`src/rtl/sag_pkg.sv`:
```
package sag_pkg;
  // Outcome of one closed half-cycle.
  typedef struct packed {
    logic done;  // a half-cycle closed this cycle
    logic low;   // its peak was under the level
  } hc_verdict_t;
endpackage

```
`src/rtl/sag_peak_tracker.sv`:
```
module sag_peak_tracker
  import sag_pkg::*;
#(
  parameter int SMP_W = 16
) (
  input  logic                    clk,
  input  logic                    rst_n,
  input  logic                    smp_valid,
  input  logic signed [SMP_W-1:0] smp_data,
  input  logic                    zc_pulse,
  input  logic        [SMP_W-1:0] sag_level,
  output hc_verdict_t             verdict
);
  logic [SMP_W-1:0] raw;
  logic [SMP_W-1:0] mag;
  logic [SMP_W-1:0] peak_q, peak_d;

  // Two's-complement magnitude; the most negative code maps to 2^(W-1).
  always_comb begin
    raw = smp_data;
    mag = raw[SMP_W-1] ? (~raw + 1'b1) : raw;
  end

  always_comb begin
    peak_d = peak_q;
    if (zc_pulse) begin
      // A sample arriving with the crossing opens the new half-cycle.
      peak_d = smp_valid ? mag : '0;
    end else if (smp_valid && (mag > peak_q)) begin
      peak_d = mag;
    end
  end

  always_ff @(posedge clk or negedge rst_n) begin
    if (!rst_n) peak_q <= '0;
    else        peak_q <= peak_d;
  end

  always_comb begin
    verdict.done = zc_pulse;
    verdict.low  = (peak_q < sag_level);
  end

  assert_peak_holds_R2: assert property (@(posedge clk) disable iff (!rst_n)
    !zc_pulse |=> (peak_q >= $past(peak_q)));
  assert_peak_restart_R2: assert property (@(posedge clk) disable iff (!rst_n)
    (zc_pulse && !smp_valid) |=> (peak_q == '0));
endmodule

```
`src/rtl/sag_run_counter.sv`:
```
module sag_run_counter
  import sag_pkg::*;
#(
  parameter int CNT_W = 8
) (
  input  logic             clk,
  input  logic             rst_n,
  input  hc_verdict_t      verdict,
  input  logic [CNT_W-1:0] sag_cycles,
  output logic             run_hit
);
  localparam logic [CNT_W-1:0] CNT_MAX = {CNT_W{1'b1}};
  localparam logic [CNT_W-1:0] ONE     = CNT_W'(1);

  logic [CNT_W-1:0] cnt_q, cnt_d;
  logic [CNT_W-1:0] target;

  always_comb begin
    target = (sag_cycles == '0) ? ONE : sag_cycles;
    // Hit only on the transition into the target, so a run pulses once.
    run_hit = verdict.done && verdict.low && (cnt_q == (target - ONE));
  end

  always_comb begin
    cnt_d = cnt_q;
    if (verdict.done) begin
      if (!verdict.low)          cnt_d = '0;
      else if (cnt_q != CNT_MAX) cnt_d = cnt_q + ONE;
    end
  end

  always_ff @(posedge clk or negedge rst_n) begin
    if (!rst_n) cnt_q <= '0;
    else        cnt_q <= cnt_d;
  end

  assert_count_idle_R5: assert property (@(posedge clk) disable iff (!rst_n)
    !verdict.done |=> $stable(cnt_q));
  assert_count_cleared_R5: assert property (@(posedge clk) disable iff (!rst_n)
    (verdict.done && !verdict.low) |=> (cnt_q == '0));
endmodule

```
`src/rtl/sag_flag_ctrl.sv`:
```
module sag_flag_ctrl
  import sag_pkg::*;
(
  input  logic        clk,
  input  logic        rst_n,
  input  hc_verdict_t verdict,
  input  logic        run_hit,
  output logic        sag_n,
  output logic        sag_event
);
  logic act_q, act_d;
  logic evt_q, evt_d;

  always_comb begin
    act_d = act_q;
    if (run_hit)                         act_d = 1'b1;
    else if (verdict.done && !verdict.low) act_d = 1'b0;
    evt_d = run_hit;
  end

  always_ff @(posedge clk or negedge rst_n) begin
    if (!rst_n) begin
      act_q <= 1'b0;
      evt_q <= 1'b0;
    end else begin
      act_q <= act_d;
      evt_q <= evt_d;
    end
  end

  assign sag_n     = ~act_q;
  assign sag_event = evt_q;

  assert_event_with_sag_R6: assert property (@(posedge clk) disable iff (!rst_n)
    sag_event |-> !sag_n);
  assert_fall_has_event_R6: assert property (@(posedge clk) disable iff (!rst_n)
    $fell(sag_n) |-> sag_event);
  assert_single_event_R8: assert property (@(posedge clk) disable iff (!rst_n)
    sag_event |=> !sag_event);
  assert_release_at_crossing_R9: assert property (@(posedge clk) disable iff (!rst_n)
    $rose(sag_n) |-> $past(verdict.done));
endmodule

```
`src/rtl/line_sag_detector.sv`:
```
module line_sag_detector
  import sag_pkg::*;
#(
  parameter int SMP_W = 16,
  parameter int CNT_W = 8
) (
  input  logic                    clk,
  input  logic                    rst_n,
  input  logic                    smp_valid,
  input  logic signed [SMP_W-1:0] smp_data,
  input  logic                    zc_pulse,
  input  logic        [SMP_W-1:0] sag_level,
  input  logic        [CNT_W-1:0] sag_cycles,
  output logic                    sag_n,
  output logic                    sag_event
);
  hc_verdict_t verdict;
  logic        run_hit;

  sag_peak_tracker #(.SMP_W(SMP_W)) u_peak (
    .clk(clk), .rst_n(rst_n), .smp_valid(smp_valid), .smp_data(smp_data),
    .zc_pulse(zc_pulse), .sag_level(sag_level), .verdict(verdict)
  );

  sag_run_counter #(.CNT_W(CNT_W)) u_run (
    .clk(clk), .rst_n(rst_n), .verdict(verdict), .sag_cycles(sag_cycles),
    .run_hit(run_hit)
  );

  sag_flag_ctrl u_flag (
    .clk(clk), .rst_n(rst_n), .verdict(verdict), .run_hit(run_hit),
    .sag_n(sag_n), .sag_event(sag_event)
  );

  assert_quiet_without_crossing_R10: assert property (@(posedge clk) disable iff (!rst_n)
    !zc_pulse |=> ($stable(sag_n) && !sag_event));
endmodule

```
`config.mk`:
```
export PLATFORM = sky130hd
export DESIGN_NAME = line_sag_detector
export DESIGN_NICKNAME = d
export VERILOG_FILES = /design/src/rtl/sag_pkg.sv /design/src/rtl/sag_peak_tracker.sv /design/src/rtl/sag_run_counter.sv /design/src/rtl/sag_flag_ctrl.sv /design/src/rtl/line_sag_detector.sv
export SDC_FILE = /design/constraint.sdc
export NUM_CORES = 1
export LEC_CHECK = 0
export BUFFER_PORTS_ARGS = -buffer_cell sky130_fd_sc_hd__buf_2
export CAP_MARGIN = 25
export CORE_UTILIZATION = 57
export DETAILED_ROUTE_END_ITERATION = 8
export PLACE_DENSITY_LB_ADDON = 0.05
export RECOVER_POWER = 100
export SLEW_MARGIN = 20
export SYNTH_ARGS = -nofsm -noshare
export SYNTH_HDL_FRONTEND = slang
export SYNTH_SLANG_ARGS = --single-unit
```
`constraint.sdc`:
```
create_clock -name clk -period 2.4 [get_ports clk]
set_input_delay 0.48 -clock clk [delete_from_list [all_inputs] [get_ports clk]]
set_output_delay 0.48 -clock clk [all_outputs]
set_load 0.005 [all_outputs]
```
==> qor.yml <==
status: "finished, violations left"
failed_checks: "setup timing"
worst_ep_arrival_time_ns: 3.44
yosys_most_used_dff: "sky130_fd_sc_hd__dfrtp_1"
crit_start: "smp_data[10]"
placement.cell_area_um2: 3160
share_of_final_layout_standard_cells_stronger_than_drive_strength_1_pct: 31.2
antenna_violating_nets_post_route: 0
cts_sinks: 26
timing.final.crit_share_pct: 136
placement.io_buffers: 45
avgRoutedWirePerCell_um: 15.1
synth-edff-count: 0
final_area_um2: 3380
holdBufCountCts: 0
synthDominantAreaCellType: "sky130_fd_sc_hd__dfrtp_1"
worst-slew-pin-transition_ns: 1.47
grt-ovfl-total: 0
share_seq_of_total_power_pct: 34.0
timing_hold_violations_final: 0
clock_insertion_delay_worst_skew_ns: 0.29
synth_top_family_by_area: "simple AND/OR/NAND/NOR gates"
initial_core_util_pct: 61.4
endpoint_kind: "register"
power.static_leakage_nw: 1.62
startpoint_of_the_worst_register_to_register_path: "u_peak.peak_q[11]$_DFFE_PN0P_"
r2r_end: "u_peak.peak_q[9]$_DFFE_PN0P_"
first_pass_grt_wire_length_um: 10500
via_per_inst: 5.68
netlist_instances: 298
cp_data_required_time_ns: 2.58
synth_nets: 376
placedCellCount: 430
yosys.cell_count.top_type: "sky130_fd_sc_hd__inv_1"
p_sw_uw: 675
timing.final.crit_period_ns: 3.26
switching_share_pct: 37.2
synth.area.mux_share_pct: 6.74
yosys.cell_types.count: 48
ys_seq_elements: 26
cts_made_buffers: 3
ff2ff_path_depth: 9
maximum_number_of_pins_on_one_net_before_global_route_repair: 27
post-route-worst-setup-slack_ns: -0.865
synth.top_cells.by_count: "sky130_fd_sc_hd__inv_1 (38), sky130_fd_sc_hd__ha_1 (34), sky130_fd_sc_hd__o21ai_0 (27)"
clk_pin_slew_worst_paths_ns: 0.10
synth_xor_xnor_area_share_pct: 10.7
dpl_worst_slack_ns: -1.23
p_clk_share_pct: 21.4
synthArstFlopShare_pct: 100
drt_wl_total_um: 6650
synthesized_area_fraction_occupied_by_ao_oa_aoi_and_oai_cells_pct: 15.6
timing.clock.skew_ns: 0.00265
grt_antenna_before_repair: 0
finalSetupViolations: 18
maxCapViolations: 0
first_iter_violations: 133
holdWs_ns: 0.522
setup.worst_path.start_class: "input pin"
io-pin-count: 46
synthSimpleGateAreaFrac_pct: 17.7
placementRows: 23
worst_reg_to_reg_setup_slack_ns: 0.15
vias: 2504
cell_internal_pwr_mw: 1.14
clk_path_buf_depth: 2
routabilityCongestion: 0.838
maxClockFrequency_mhz: 306
grtUsageTotal_pct: 30.5
post_synth_instance_area_um2: 2540
instances_no_fill: 441
clk_root_buffer_cell: "sky130_fd_sc_hd__clkbuf_8"
synth_largest_type_area_fraction_pct: 25.6
p_comb_share_pct: 44.6
post_layout_power_mw: 1.81
chipHeight_um: 68.8
cts_max_level: 1
detailed_router_iteration_count_before_antenna_repair: 4
fp.dieArea_um2: 4730
number_of_global_route_vias_before_repair: 2466
worstSetupPathType: "in2reg"
area_growth_syn_to_layout_pct: 32.8
seq_area_frac_synth_pct: 25.6
slew_viol_final: 0
grt_setup_unrepaired: "yes"
synth-warning-count: 0
post-route-drc-count: 0
power_density_nw_per_um2: 537
maximum_fanout_count_along_the_critical_path: 11
fp.dieW_um: 68.8
slew_headroom_pct: 2.20
synth_fa_ha_area_share_pct: 16.7
tritoncts: "built"
dp_hpwl_um: 4940
core_area_um2: 4140
layout.nets: 470
antenna_cells: 0
netlist_top_cells_area: "sky130_fd_sc_hd__dfrtp_1 (26%), sky130_fd_sc_hd__ha_1 (17%), sky130_fd_sc_hd__xnor2_1 (7.2%), sky130_fd_sc_hd__mux2i_1 (6.3%), sky130_fd_sc_hd__inv_1 (5.6%)"
min_path_type: "in2async"
vdd.ir_drop.worst_mv: 0.327
mean_instance_size_in_the_synthesized_netlist_um2: 8.54
==> through the flow <==
stage | setup TNS (ns) | util (%)
after floorplan | -15.07 | -
after global placement | -17.57 | 76.2
after detailed placement | -19.89 | 76.2
after CTS | -12.40 | 80.3
after global routing | -15.30 | 81.5
final | -13.21 | 81.5
==> layout make-up <==
type | count | area [um2]
inverters | 38 | 143
repair buffers | 95 | 633
well taps | 50 | 62.6
fillers | 290 | 766
clock inverters | 1 | 30.0
clock buffers | 3 | 41.3
flip-flops and latches | 26 | 651
multi-input cells | 228 | 1820
==> logic make-up after synthesis <==
kind of cell	after synthesis
simple gates	82
compound gates	64
buf+inv	44
fa+ha+maj	34
xor+xnor	31
flops	26
mux	17
==> cell usage in the layout (no fill, tap or decap), drive strengths merged, types with 8 or more instances in the layout <==
cell type / netlist / final
xnor2: 21 / 21
inv: 38 / 38
a21oi: 15 / 15
o21ai: 28 / 28
xor2: 10 / 10
nand2: 26 / 26
nand4: 8 / 8
dfrtp: 26 / 26
nor2: 14 / 14
buf: 1 / 91
mux2i: 16 / 16
ha: 34 / 34
==> flip-flops by register name, summed over array words and instances (netlist names) <==
name / flops
u_flag.act_q: 1
u_run.cnt_q: 8
u_peak.peak_q: 16
u_flag.sag_event: 1
==> how the worst max path moves through the flow <==
stage | to | slack [ns] | cells after the start
final | u_peak.peak_q[9]$_DFFE_PN0P_ | -0.86 | 13
after global routing | u_peak.peak_q[9]$_DFFE_PN0P_ | -0.99 | 13
after CTS | u_peak.peak_q[9]$_DFFE_PN0P_ | -0.81 | 13
after detailed placement | u_peak.peak_q[9]$_DFFE_PN0P_ | -1.23 | 13
after global placement | u_peak.peak_q[2]$_DFFE_PN0P_ | -1.07 | 13
after floorplan | u_peak.peak_q[0]$_DFFE_PN0P_ | -1.0 | 12
==> power by group through the flow <==
stage	Clock, mW	Combinational (mW)	Sequential, mW
after floorplan	0	0.507	0.596
after global placement	0	0.722	0.618
after detailed placement	0	0.760	0.621
after CTS	0.387	0.789	0.613
after global routing	0.408	0.904	0.627
final	0.388	0.809	0.616
==> critical path, cell delays in order <==
cell and delay [ns]:
sky130_fd_sc_hd__buf_6 0.09, sky130_fd_sc_hd__or4_4 0.53, sky130_fd_sc_hd__or3_4 0.36, sky130_fd_sc_hd__or4_4 0.44
sky130_fd_sc_hd__inv_2 0.08, sky130_fd_sc_hd__ha_4 0.12, sky130_fd_sc_hd__nand4_1 0.13, sky130_fd_sc_hd__or2_1 0.26
sky130_fd_sc_hd__a211o_1 0.26, sky130_fd_sc_hd__a31oi_4 0.19, sky130_fd_sc_hd__buf_12 0.18, sky130_fd_sc_hd__mux2i_1 0.22
sky130_fd_sc_hd__o21ai_1 0.08
==> metal layers <==
layer  GRT usage [%]  part of all wire [%]
met1            34.0                    43
met2            58.7                    51
met3            3.29                   3.8
met4            11.2                   2.7
met5               0                     0
==> what timing repair did <==
| action | in CTS | in global routing |
|---|---|---|
| pin swaps | 6 | 3 |
| setup buffers | 5 | 2 |
| setup endpoints to repair | 18 | 19 |
| resized for setup | 22 | 10 |
Power figures use the tool's default switching activity.
